`src/rtl/trig_seq_pkg.sv`:
```
package trig_seq_pkg;

  typedef enum logic [1:0] {
    SEQ_NEXT = 2'd0,
    SEQ_ALL  = 2'd1,
    SEQ_RAND = 2'd2
  } seq_mode_e;

  localparam int NUM_SRC = 4;
  localparam int SRC_SEQ = 0;

endpackage

```
`src/rtl/trig_prio.sv`:
```
module trig_prio #(
  parameter int N = 4
) (
  input  logic [N-1:0] req_i,
  output logic [N-1:0] gnt_o
);
  // higher index wins: later iterations override earlier ones
  always_comb begin
    gnt_o = '0;
    for (int i = 0; i < N; i++) begin
      if (req_i[i]) begin
        gnt_o    = '0;
        gnt_o[i] = 1'b1;
      end
    end
  end
endmodule

```
`src/rtl/seq_lfsr.sv`:
```
module seq_lfsr #(
  parameter int W = 4
) (
  input  logic         clk,
  input  logic         rst,
  output logic [W-1:0] state_o
);
  always_ff @(posedge clk) begin
    if (rst) state_o <= {{(W-1){1'b0}}, 1'b1};
    else     state_o <= {state_o[W-2:0], state_o[W-1] ^ state_o[W-2]};
  end
endmodule

```
`src/rtl/seq_stepper.sv`:
```
module seq_stepper
  import trig_seq_pkg::*;
#(
  parameter int IDX_W = 4,
  parameter int LEN_W = 5
) (
  input  logic             clk,
  input  logic             rst,
  input  logic [1:0]       mode_i,
  input  logic [LEN_W-1:0] len_i,
  input  logic [IDX_W-1:0] rnd_i,
  input  logic             take_i,
  output logic [IDX_W-1:0] pick_o
);
  logic [IDX_W-1:0] idx_q, last_q, nxt, ralt;
  logic [LEN_W-1:0] inc, rmod, rinc;

  always_comb begin
    inc  = {1'b0, idx_q} + LEN_W'(1);
    nxt  = (inc >= len_i) ? '0 : inc[IDX_W-1:0];
    rmod = (len_i == '0) ? '0 : ({1'b0, rnd_i} % len_i);
    rinc = rmod + LEN_W'(1);
    if ((len_i > LEN_W'(1)) && (rmod[IDX_W-1:0] == last_q))
      ralt = (rinc >= len_i) ? '0 : rinc[IDX_W-1:0];
    else
      ralt = rmod[IDX_W-1:0];
    case (seq_mode_e'(mode_i))
      SEQ_ALL:  pick_o = '0;
      SEQ_RAND: pick_o = ralt;
      default:  pick_o = idx_q;
    endcase
  end

  always_ff @(posedge clk) begin
    if (rst) begin
      idx_q  <= '0;
      last_q <= '0;
    end else if (take_i) begin
      if (seq_mode_e'(mode_i) == SEQ_RAND) last_q <= ralt;
      else if (seq_mode_e'(mode_i) != SEQ_ALL) idx_q <= nxt;
    end
  end
endmodule

```
`src/rtl/trig_seq_arb.sv`:
```
module trig_seq_arb
  import trig_seq_pkg::*;
#(
  parameter int SENT_W   = 8,
  parameter int LIST_MAX = 16,
  parameter int SEQ_BASE = 16,
  parameter int SEQ_STEP = 3,
  parameter logic [3*SENT_W-1:0] SA_SENT = {8'd3, 8'd2, 8'd1},
  localparam int IDX_W = $clog2(LIST_MAX),
  localparam int LEN_W = IDX_W + 1
) (
  input  logic              clk,
  input  logic              rst,
  input  logic              seq_key_i,
  input  logic [2:0]        sa_key_i,
  input  logic              busy_i,
  input  logic              cfg_last_key_i,
  input  logic              cfg_onoff_i,
  input  logic [1:0]        cfg_mode_i,
  input  logic [LEN_W-1:0]  cfg_len_i,
  output logic              req_vld_o,
  output logic [3:0]        req_src_o,
  output logic [SENT_W-1:0] req_sent_o,
  output logic              stop_vld_o
);
  logic [NUM_SRC-1:0] press, grant, owner_q;
  logic [IDX_W-1:0]   rnd, seq_pick, all_pos_q;
  logic [LEN_W-1:0]   all_next;
  logic [SENT_W-1:0]  sa_sent;
  logic [SENT_W-1:0]  seq_tab [LIST_MAX];
  logic busy_q, all_run_q, occupied, busy_fall, any_press;
  logic do_start, do_stop, do_cont, do_end, seq_take;

  for (genvar i = 0; i < LIST_MAX; i++) begin : g_tab
    assign seq_tab[i] = SENT_W'(SEQ_BASE + i * SEQ_STEP);
  end

  assign press = {sa_key_i, seq_key_i};

  trig_prio #(.N(NUM_SRC)) u_prio (.req_i(press), .gnt_o(grant));

  seq_lfsr #(.W(IDX_W)) u_lfsr (.clk(clk), .rst(rst), .state_o(rnd));

  seq_stepper #(.IDX_W(IDX_W), .LEN_W(LEN_W)) u_step (
    .clk(clk), .rst(rst), .mode_i(cfg_mode_i), .len_i(cfg_len_i),
    .rnd_i(rnd), .take_i(seq_take), .pick_o(seq_pick)
  );

  always_comb begin
    occupied  = busy_i | req_vld_o;
    busy_fall = busy_q & ~busy_i;
    any_press = |grant;
    all_next  = {1'b0, all_pos_q} + LEN_W'(1);
    do_stop   = any_press & occupied & cfg_onoff_i & (grant == owner_q);
    do_start  = any_press & ~do_stop & (~occupied | cfg_last_key_i);
    do_cont   = ~any_press & all_run_q & busy_fall & (all_next < cfg_len_i);
    do_end    = ~any_press & all_run_q & busy_fall & ~(all_next < cfg_len_i);
    seq_take  = do_start & grant[SRC_SEQ];
    if (grant[3])      sa_sent = SA_SENT[2*SENT_W +: SENT_W];
    else if (grant[2]) sa_sent = SA_SENT[SENT_W +: SENT_W];
    else               sa_sent = SA_SENT[0 +: SENT_W];
  end

  always_ff @(posedge clk) begin
    if (rst) begin
      busy_q     <= 1'b0;
      req_vld_o  <= 1'b0;
      req_src_o  <= '0;
      req_sent_o <= '0;
      stop_vld_o <= 1'b0;
      owner_q    <= '0;
      all_run_q  <= 1'b0;
      all_pos_q  <= '0;
    end else begin
      busy_q     <= busy_i;
      req_vld_o  <= 1'b0;
      stop_vld_o <= 1'b0;
      if (do_start) begin
        req_vld_o  <= 1'b1;
        req_src_o  <= grant;
        owner_q    <= grant;
        req_sent_o <= grant[SRC_SEQ] ? seq_tab[seq_pick] : sa_sent;
        all_run_q  <= grant[SRC_SEQ] && (seq_mode_e'(cfg_mode_i) == SEQ_ALL);
        all_pos_q  <= '0;
      end else if (do_cont) begin
        req_vld_o  <= 1'b1;
        req_src_o  <= NUM_SRC'(1) << SRC_SEQ;
        req_sent_o <= seq_tab[all_next[IDX_W-1:0]];
        all_pos_q  <= all_next[IDX_W-1:0];
      end else if (do_end) begin
        all_run_q <= 1'b0;
      end else if (do_stop) begin
        stop_vld_o <= 1'b1;
        all_run_q  <= 1'b0;
        owner_q    <= '0;
      end
    end
  end
endmodule

```
`config.mk`:
```
export PLATFORM = sky130hd
export DESIGN_NAME = trig_seq_arb
export DESIGN_NICKNAME = d
export VERILOG_FILES = /design/src/rtl/trig_seq_pkg.sv /design/src/rtl/trig_prio.sv /design/src/rtl/seq_lfsr.sv /design/src/rtl/seq_stepper.sv /design/src/rtl/trig_seq_arb.sv
export SDC_FILE = /design/constraint.sdc
export NUM_CORES = 1
export LEC_CHECK = 0
export BUFFER_PORTS_ARGS = -buffer_cell sky130_fd_sc_hd__buf_2
export CAP_MARGIN = 20
export CORE_ASPECT_RATIO = 1.75
export CORE_MARGIN = 4
export CORE_UTILIZATION = 40
export DETAILED_ROUTE_END_ITERATION = 8
export PLACE_DENSITY_LB_ADDON = 0.15
export RECOVER_POWER = 50
export SYNTH_ARGS = -nofsm -noshare
export SYNTH_HDL_FRONTEND = slang
export SYNTH_HIERARCHICAL = 1
export SYNTH_SLANG_ARGS = --single-unit
```
`constraint.sdc`:
```
create_clock -name clk -period 7.44 [get_ports clk]
set_clock_uncertainty 0.15 [all_clocks]
set_input_delay 0.372 -clock clk [delete_from_list [all_inputs] [get_ports clk]]
set_output_delay 0.372 -clock clk [all_outputs]
set_load 0.02 [all_outputs]
```
* After elaboration in Yosys (flattened, before gate mapping)
Memories as Yosys holds them, arrays and structs flattened.
Index checks and enable logic that the tools add are counted.
** Cells by class
- Mux-type cells :: 31
- Reduce and logical (&&, ||, !) cells :: 13
- Div/mod/pow operators :: 1
- Add/sub/neg operators :: 3
- $lt $le $gt $ge :: 6
- Bitwise operators :: 22
- Equal/unequal tests :: 7
** Operators by type and width (number)
- $mux W8 :: 7
- $mux W4 :: 10
- $and A1 B1 Y1 :: 11
- $add A4 B1 Y5 const B :: 2
- $ge A5 B5 Y1 :: 2
- $ge A5 B5 Y1 const B :: 2
- $not A4 Y5 :: 2
- $eq A4 B4 Y1 :: 2
- $mux W1 :: 8
- $pmux W4 S2 :: 1
- $reduce_or A4 Y1 :: 2
- $mux W2 :: 3
- $not A1 Y1 :: 6
- $reduce_and A3 Y1 :: 2
- $add A5 B1 Y5 const B :: 1
- $gt A5 B1 Y1 const B :: 1
- $logic_not A5 Y1 :: 1
- $lt A5 B5 Y1 :: 1
- $mod A4 B5 Y5 :: 1
- $mux W5 :: 1
- $ne A2 B2 Y1 const B :: 2
- $reduce_and A2 Y1 :: 2
- $reduce_bool A2 Y1 :: 2
- $mux W3 :: 1
- other kinds (8) :: 10
** Word-level totals
- Word-level logic and storage cells :: 96
- Memories kept :: 2
- Bits in read-only memories :: 256
- Output and inout port bits :: 14
- Register bits :: 36
- Input port bits :: 16
** Memory list
- (no name shown) :: words 16, bits a word 8, read ports 1, clocked after Yosys merged registers in 0, write ports 0, RTL line trig_seq_arb.sv:88 : req_sent_o <= seq_tab[all_next[IDX_W-1:0]];
- (no name shown) :: words 16, bits a word 8, read ports 1, clocked after Yosys merged registers in 0, write ports 0, RTL line trig_seq_arb.sv:82 : req_sent_o <= grant[SRC_SEQ] ? seq_tab[seq_pick] : sa_sent;

* Logic depth before layout (Yosys ltp)
Gate-level depths: netlist of run 1.
- Word-level depth :: 13
- Depth in mapped cells :: 39
- Gate-level depth less buffers :: 38

* By module
Netlist of run 1, hierarchy kept.
** By module, submodules not included
- seq_stepper :: area an instance 1798.0 µm², times used 1, sequential area each 160.2 µm², cells each 235
- trig_seq_arb :: area an instance 1386.3 µm², times used 1, sequential area each 440.4 µm², cells each 167
- seq_lfsr :: area an instance 113.9 µm², times used 1, sequential area each 80.1 µm², cells each 9
- trig_prio :: area an instance 36.3 µm², times used 1, sequential area each 0.0 µm², cells each 4

* Least setup slack after synthesis of run 1
OpenSTA, ideal clock, no wires.
- Kind :: input port to flip-flop
- Start point :: input cfg_len_i[1]
- End point :: register req_sent_o[1]
- Path buffers :: 1
- Data required time :: 7.223 ns
- Data arrival time :: 7.371 ns
- Stages on the path :: 38
- Slack :: -0.148 ns
- Library setup time :: 0.067 ns
- Path through :: inv_1 -> ha_1 -> a21o_1 -> a21oi_1 -> nor2_1 -> ha_1 -> o211ai_1 -> a21boi_1 -> or3_1 -> nand2_1 -> ha_1 -> o21a_1 -> o31a_1 -> or3_1 -> nand3_1 -> inv_1 -> ha_1 -> nand2_1 -> [... 2 more ...] -> buf_2 -> nor2_1 -> a21oi_1 -> and2_0 -> ha_1 -> nand3_1 -> xnor2_1 -> ha_1 -> a21oi_1 -> o21ai_0 -> a211oi_1 -> nand2_1 -> o311ai_0 -> inv_1 -> ha_1 -> nand2_1 -> o311ai_0 -> a21oi_2
** On the way
- Cells in the longest elaborated chain, start to end :: 13
- Elaborated cells between the ends (all ways) :: 20
- Classes of those cells :: 1 x add/sub; 1 x div; 3 x order compare; 1 x eq/ne; 8 x mux; 2 x bitwise; 3 x reduce/logical; 1 x memory
** RTL lines
- start: declaration :: RTL line trig_seq_arb.sv:20 : input logic [LEN_W-1:0] cfg_len_i,
- $mod A4 B5 Y5 / $logic_not A5 Y1 (equally long branches) :: RTL line seq_stepper.sv:21 : rmod = (len_i == '0) ? '0 : ({1'b0, rnd_i} % len_i);
- $mux W5 :: RTL line seq_stepper.sv:21
- $add A5 B1 Y5 :: RTL line seq_stepper.sv:22 : rinc = rmod + LEN_W'(1);
- $ge A5 B5 Y1 :: RTL line seq_stepper.sv:24 : ralt = (rinc >= len_i) ? '0 : rinc[IDX_W-1:0];
- $mux W4 :: RTL line seq_stepper.sv:24
- $mux W4 (*) :: RTL line seq_stepper.sv:23 : if ((len_i > LEN_W'(1)) && (rmod[IDX_W-1:0] == last_q))
- $pmux W4 S2 (*) :: RTL line seq_stepper.sv:27 : case (seq_mode_e'(mode_i))
- net seq_pick[0] :: RTL line trig_seq_arb.sv:27 : logic [IDX_W-1:0] rnd, seq_pick, all_pos_q;
- $not A4 Y5 (implied by the code) (*) :: RTL line trig_seq_arb.sv:82
- $mem_v2 Z16 W8 (*)
- $mux W8 (implied by the code) (*) (2 in series) :: RTL line trig_seq_arb.sv:82
- $mux W8 (*) :: RTL line trig_seq_arb.sv:82
- $mux W8 (*) :: RTL line trig_seq_arb.sv:78 : if (do_start) begin
- end signal: assignment :: RTL line trig_seq_arb.sv:82
- end signal: assignment :: RTL line trig_seq_arb.sv:88
- end: declaration :: RTL line trig_seq_arb.sv:23 : output logic [SENT_W-1:0] req_sent_o,
Mark *: on every way through the listed nets, which the timed path passes. The rest lies on a longest branch. The select of a mux whose other input is x is not followed.
A chain may end at the register's enable or synchronous reset.

* Worst setup path in the final report of run 1
- Start point :: register u_lfsr.state_o[3]
- End point :: register req_sent_o[1]
** On the way
- Cells in the longest elaborated chain, start to end :: 13
- Elaborated cells between the ends (all ways) :: 15
- Classes of those cells :: 1 x add/sub; 1 x div; 1 x order compare; 1 x eq/ne; 8 x mux; 1 x bitwise; 1 x reduce/logical; 1 x memory
** RTL lines
- start: declaration :: RTL line seq_lfsr.sv:6 : output logic [W-1:0] state_o
- start signal: assignment :: RTL line seq_lfsr.sv:9 : if (rst) state_o <= {{(W-1){1'b0}}, 1'b1};
- start signal: assignment :: RTL line seq_lfsr.sv:10 : else state_o <= {state_o[W-2:0], state_o[W-1] ^ state_o[W-2]};
- $mod A4 B5 Y5 (*) :: RTL line seq_stepper.sv:21
- $mux W5 (*) :: RTL line seq_stepper.sv:21
- $add A5 B1 Y5 :: RTL line seq_stepper.sv:22
- $ge A5 B5 Y1 :: RTL line seq_stepper.sv:24
- $mux W4 :: RTL line seq_stepper.sv:24
- $mux W4 (*) :: RTL line seq_stepper.sv:23
- $pmux W4 S2 (*) :: RTL line seq_stepper.sv:27
- net seq_pick[0] :: RTL line trig_seq_arb.sv:27
- $not A4 Y5 (implied by the code) (*) :: RTL line trig_seq_arb.sv:82
- $mem_v2 Z16 W8 (*)
- $mux W8 (implied by the code) (*) (2 in series) :: RTL line trig_seq_arb.sv:82
- $mux W8 (*) :: RTL line trig_seq_arb.sv:82
- $mux W8 (*) :: RTL line trig_seq_arb.sv:78
Marks and branches as above.

==> results of run 1 <==
==> area by class of cell <==
cell class                 instances  share of cell area, %
clock inverter                     3                   1.68
sequential                        34                   16.6
timing repair buffer              68                   10.3
tap                               90                   2.75
inverter                          28                   2.57
clock buffer                       5                   3.06
multi-input combinational        340                   63.0
==> state kept, by name, indices dropped and copies added, names as in the netlist <==
name and count:
all_pos_q 4, u_step/idx_q 4, u_lfsr/state_o 4, owner_q 4, req_vld_o 1, req_sent_o 6
busy_q 1, stop_vld_o 1, all_run_q 1, u_step/last_q 4, req_src_o 4
==> timing repair <==
| action | CTS | global route |
|---|---|---|
| endpoints found under the hold margin | 0 | 0 |
| hold buffers | 0 | 0 |
| endpoints found under the setup margin | 0 | 6 |
| resized for setup | 0 | 23 |
| buffers inserted | 0 | 3 |
==> worst max-delay path by stage <==
stage	endpoint	slack, ns
after floorplan	req_sent_o[3]$_SDFFE_PP0P_	0.006
after global placement	req_sent_o[1]$_SDFFE_PP0P_	-0.04
after detailed placement	req_sent_o[1]$_SDFFE_PP0P_	-0.24
after CTS	req_sent_o[1]$_SDFFE_PP0P_	0.002
after global routing	req_sent_o[3]$_SDFFE_PP0P_	-0.03
final	req_sent_o[1]$_SDFFE_PP0P_	0.41
==> per-stage QoR <==
| step | util (%) | cells | setup slack [ns] | power, mW |
|---|---|---|---|---|
| after global placement | 47.2 | 557 | -0.0374 | 0.466 |
| final | 51.1 | 568 | 0.405 | 0.769 |
| after detailed placement | 47.2 | 557 | -0.242 | 0.468 |
| after CTS | 49.6 | 565 | 0.00172 | 0.751 |
| after floorplan | - | 416 | 0.00622 | 0.372 |
| after global routing | 51.1 | 568 | -0.0293 | 0.807 |
==> power groups by stage <==
stage	combinational (mW)	sequential [mW]	clock, mW
after floorplan	0.170	0.202	0
after global placement	0.268	0.198	0
after detailed placement	0.270	0.198	0
after CTS	0.271	0.195	0.285
after global routing	0.322	0.195	0.290
final	0.297	0.195	0.277
==> worst max-delay path: cells and delay by family (launching register included) <==
| family | cells | cell delay [ns] |
|---|---|---|
| AO/OA/AOI/OAI | 14 | 2.22 |
| XOR/XNOR | 1 | 0.15 |
| adder cells (fa/ha/maj) | 7 | 2.00 |
| buffers and inverters | 2 | 0.24 |
| flip-flops | 1 | 0.33 |
| multiplexers | 1 | 0.35 |
| AND/OR/NAND/NOR | 9 | 1.54 |
==> per-layer routing <==
layer / part of all wire [%] / up-vias / track usage (%)
met5: 0 / - / 0
met4: 3.7 / 0 / 10.6
met3: 2.2 / 26 / 3.01
met2: 56 / 64 / 39.2
met1: 38 / 1537 / 19.2
li1: - / 1630 / -
==> cell families after synthesis <==
| kind of cell | synth area share [%] |
|---|---|
| AOI/OAI and AO/OA | 27.4 |
| DFF | 20.4 |
| buffers and inverters | 5.97 |
| muxes | 2.81 |
| other | 0.225 |
| and+or+nand+nor | 21.0 |
| xor gates and xnor gates | 6.57 |
| adders and majority gates | 15.6 |
==> cells in the mapped netlist, drive strengths merged, types with 10 or more instances <==
cell type and n:
nor2b 10, nand2 36, ha 40, o21ai 21, nor2 28, xor2 11
dfxtp 34, xnor2 14, a211oi 10, a21oi 37, nand3 17, buf 12
inv 28
==> results.yml, run 1 <==
outcome:
  status: "complete, no violations"
min_path:
  min_to: "all_run_q$_SDFFE_PP0P_"
  min_path_cells: 3
  min_path_type: "in -> reg"
  hp-start: "cfg_mode_i[0]"
power:
  pwr-share-comb_pct: 38.6
  clockPowerShare_pct: 36.1
  swShare_pct: 33.6
  p_seq_share_pct: 25.3
  cellPowerDensity_nw_per_um2: 188
  p_switching_mw: 0.258
  power.internal_mw: 0.511
  ir_drop_uv: 157
  leakage_nw: 1.81
cts:
  clock_sinks: 34
  cts_buffers: 5
  root_buffer: "clkbuf_16"
  cts_max_level: 2
  cts.clk_slew.worst_paths_ns: 0.06
  cts_max_path_buffers: 2
  cts_tree: "built"
  clock_latency_ns: 0.29
setup_path:
  critPathLaunchType: "register"
  rr_worst_depth: 34
  r2r_start: "u_lfsr/state_o[3]$_SDFF_PP0_"
  cp_data_required_time_ns: 7.50
  critPathSlowestCell: "or3_1"
  r2r_slack_ns: 0.41
  path_class: "reg -> reg"
  crit_start: "u_lfsr/state_o[3]$_SDFF_PP0_"
  path_max_fanout: 5
  cpMostUsedCell: "ha_1"
  critPathArrivalTime_ns: 7.10
  max_stage_delay_ns: 0.41
  r2r-end: "req_sent_o[1]$_SDFFE_PP0P_"
  cp-end-kind: "register"
global_route:
  overflow: 0
  gr-usage-all-layers_pct: 19.8
  grt_pass1_wl_mm: 15.5
  grt_pass1_vias: 3302
  antenna_found_initial: 0
  grt_max_degree: 32
die:
  coreArea_um2: 8020
  die_x_um: 77.0
  num_rows: 43
  fp.dieArea_um2: 9920
  boundaryPins: 30
  start_util_pct: 41.6
  die_y_um: 129
timing:
  worst_pin_slew_ns: 0.894
  holdWs_ns: 0.177
  fin_tns_setup_ns: 0
  timing_hold_violations_final: 0
  period_share_pct: 94.6
  maxSlewViolCount: 0
  slew_headroom_pct: 39.9
  fin_crit_ns: 7.03
  fmax_mhz: 142
  setup_viol: 0
detailed_routing:
  drt-total-wl_mm: 9.78
  avgViaCountPerCell: 5.73
  num_vias: 3257
  route.detailed.drc: 0
  ant_nets: 0
  drtIter0Drc: 113
  first_pass_iters: 4
  wl_per_cell_um: 17.2
job:
  cap_violations: 0
placement:
  place_congestion: 0.950
  port_buffers: 27
  placed_area_um2: 3780
  dp.final_hpwl_mm: 7.80
synth:
  synth_area_leaders: "dfxtp_1, ha_1, a21oi_1"
  synth_warnings: 6
  synth_top_cell_area_share_pct: 20.4
  synth_area_um2: 3330
  syn_inst: 415
  ys_ff_latch: 34
  synth-edff-count: 0
  ys_seq_area_share_pct: 20.4
  synth_top_area_cell: "dfxtp_1"
  synthFlopType: "dfxtp_1"
  yosysUniqueCellTypes: 79
  syn_area_per_cell_um2: 8.03
  ys_async_sr_fraction_pct: 0
cells_and_area:
  layout_common_cells: "ha_1, buf_4, nand2_1, dfxtp_1"
  nets: 534
  regArea_um2: 681
  final_area_um2: 4090
  drive_gt1_share_pct: 22.2
  nFillCells: 760
  n_antenna_cell: 0
  multi_input_area_um2: 2580
  area_growth_pct: 22.7
(Power assumes the default switching activity.)
==> inputs of run 2 (changes only) <==
--- a/config.mk
+++ b/config.mk
@@ -7,7 +7,7 @@
 export LEC_CHECK = 0
 export BUFFER_PORTS_ARGS = -buffer_cell sky130_fd_sc_hd__buf_2
 export CAP_MARGIN = 20
-export CORE_ASPECT_RATIO = 1.75
+export CORE_ASPECT_RATIO = 0.8
 export CORE_MARGIN = 4
 export CORE_UTILIZATION = 40
 export DETAILED_ROUTE_END_ITERATION = 8
==> run 2 against run 1 <==
Against the previous run: via count is 1.8% lower; flip-flop and latch count stayed put; routed wire length is 4.8% lower; maximum frequency is 2.4% lower; die area is 0.49% lower; hold slack better by 0.0055 ns; sequential power hardly changed.
==> results.yml, run 2 (synthesis results as in run 1) <==
setup_path:
  r2r_slack_ns: 0.23
  cp_data_required_time_ns: 7.51
  critPathArrivalTime_ns: 7.28
  r2r-end: "req_sent_o[1]$_SDFFE_PP0P_"
  path_max_fanout: 5
  crit_buf_inv: 3
  cpMostUsedCell: "ha_1"
  critPathLaunchType: "register"
  crit_start: "u_lfsr/state_o[3]$_SDFF_PP0_"
  cp_top_family: "compound AO/OA/AOI/OAI gates"
  path_class: "reg -> reg"
  rr_worst_depth: 32
  cp.depth: 32
  crit_path_end: "req_sent_o[1]$_SDFFE_PP0P_"
  critPathSlowestCell: "fa_1"
  r2r_start: "u_lfsr/state_o[3]$_SDFF_PP0_"
  cp-end-kind: "register"
  max_stage_delay_ns: 0.53
cts:
  cts_max_path_buffers: 2
  cts.clk_slew.worst_paths_ns: 0.08
  root_buffer: "clkbuf_8"
  cts_buffers: 5
  cts_tree: "built"
  clock_sinks: 34
  clock_latency_ns: 0.29
  cts_max_level: 2
detailed_routing:
  route.detailed.drc: 0
  drt-total-wl_mm: 9.31
  avgViaCountPerCell: 5.58
  wl_per_cell_um: 16.3
  first_pass_iters: 5
  drtIter0Drc: 222
  ant_nets: 0
  num_vias: 3197
min_path:
  hp-start: "busy_i"
  min_path_type: "in -> reg"
  min_path_cells: 2
cells_and_area:
  largest_reg_flops: 6
  nets: 521
  n_antenna_cell: 0
  final_area_um2: 3980
  layout_common_cells: "ha_1, nand2_1, dfxtp_1, inv_1"
  drive_gt1_share_pct: 21.1
  largest-register: "req_sent_o"
  layout_commonest_cell: "ha_1"
  area_growth_pct: 19.2
  layout.core_utilization_pct: 49.6
  nFillCells: 758
power:
  cellPowerDensity_nw_per_um2: 173
  leakage_nw: 1.72
  ir_drop_uv: 85.1
placement:
  dp.final_hpwl_mm: 7.10
  placed_area_um2: 3720
  port_buffers: 27
  dp_worst_setup_slack_ns: -0.196
  place_congestion: 0.946
global_route:
  gr-usage-all-layers_pct: 18.8
  grt_pass1_vias: 2905
  antenna_found_initial: 0
  overflow: 0
  grt_pass1_wl_mm: 14.5
  grt_max_degree: 32
die:
  fp.dieArea_um2: 9870
  boundaryPins: 30
  die_y_um: 89.7
  coreArea_um2: 8020
  start_util_pct: 41.6
  num_rows: 29
  die_x_um: 110
timing:
  fin_crit_ns: 7.21
  maxSlewViolCount: 0
  setup_viol: 0
  worst_pin_slew_ns: 0.724
  slew_headroom_pct: 51.6
  period_share_pct: 96.9
  fin_tns_setup_ns: 0
  worst_slack_ns: 0.229
  holdWs_ns: 0.183
  timing_hold_violations_final: 0
  fmax_mhz: 139
job:
  cap_violations: 0
outcome:
  status: "complete, no violations"
-- run 2: changes by cell type in the layout (fill, tap and decap cells not counted), sizes merged --
cell,previous run,this run
buf,54,42
clkbuf,19,18
-- run 2: metrics by stage --
step	std cells	power, mW
after global routing	573	0.730
final	573	0.689
after detailed placement	564	0.454
after CTS	572	0.666
after global placement	564	0.453
after floorplan	416	0.372
-- run 2: area by class of cell --
cell class	instances	area, um2	area share, %
clock buffer	5	68.8	1.73
clock inverter	3	68.8	1.73
inverter	28	105	2.64
multi-input combinational	340	2580	65.0
sequential	34	681	17.1
tap	108	135	3.40
timing repair buffer	55	333	8.37
-- run 2: routing by layer --
layer	global-route usage, %	share of wire [%]
met1	29.3	50
met4	4.76	0.43
met5	0	0
met3	2.79	6.3
met2	26.5	43
-- run 2: worst register-to-register path, delay by kind of cell (launching register included) --
kind                       cells  cell delay [ns]
DFF                            1             0.35
xor gates and xnor gates       1             0.16
buffers and inverters          3             0.49
and+or+nand+nor                7             1.36
AOI/OAI and AO/OA             14             2.61
adders and majority gates      7             2.02
-- run 2: power breakdown --
part           leakage, nW  internal [mW]  switching [mW]  total (mW)
registers            0.277          0.189         0.00569       0.194
clock network       0.0683          0.134          0.0737       0.208
logic                 1.37          0.120           0.166       0.286
total                 1.72          0.443           0.245       0.689
-- run 2: worst min path at each step --
stage	end
final	busy_q$_SDFF_PP0_
after global routing	all_run_q$_SDFFE_PP0P_
after CTS	all_run_q$_SDFFE_PP0P_
after detailed placement	req_src_o[3]$_SDFFE_PP0P_
after global placement	all_run_q$_SDFFE_PP0P_
after floorplan	all_run_q$_SDFFE_PP0P_
-- run 2: timing repair --
action | 4_1_cts | 5_1_grt
resized for setup | 0 | 27
hold buffers | 0 | 0
setup buffers | 0 | 1
endpoints found under the setup margin | 0 | 6
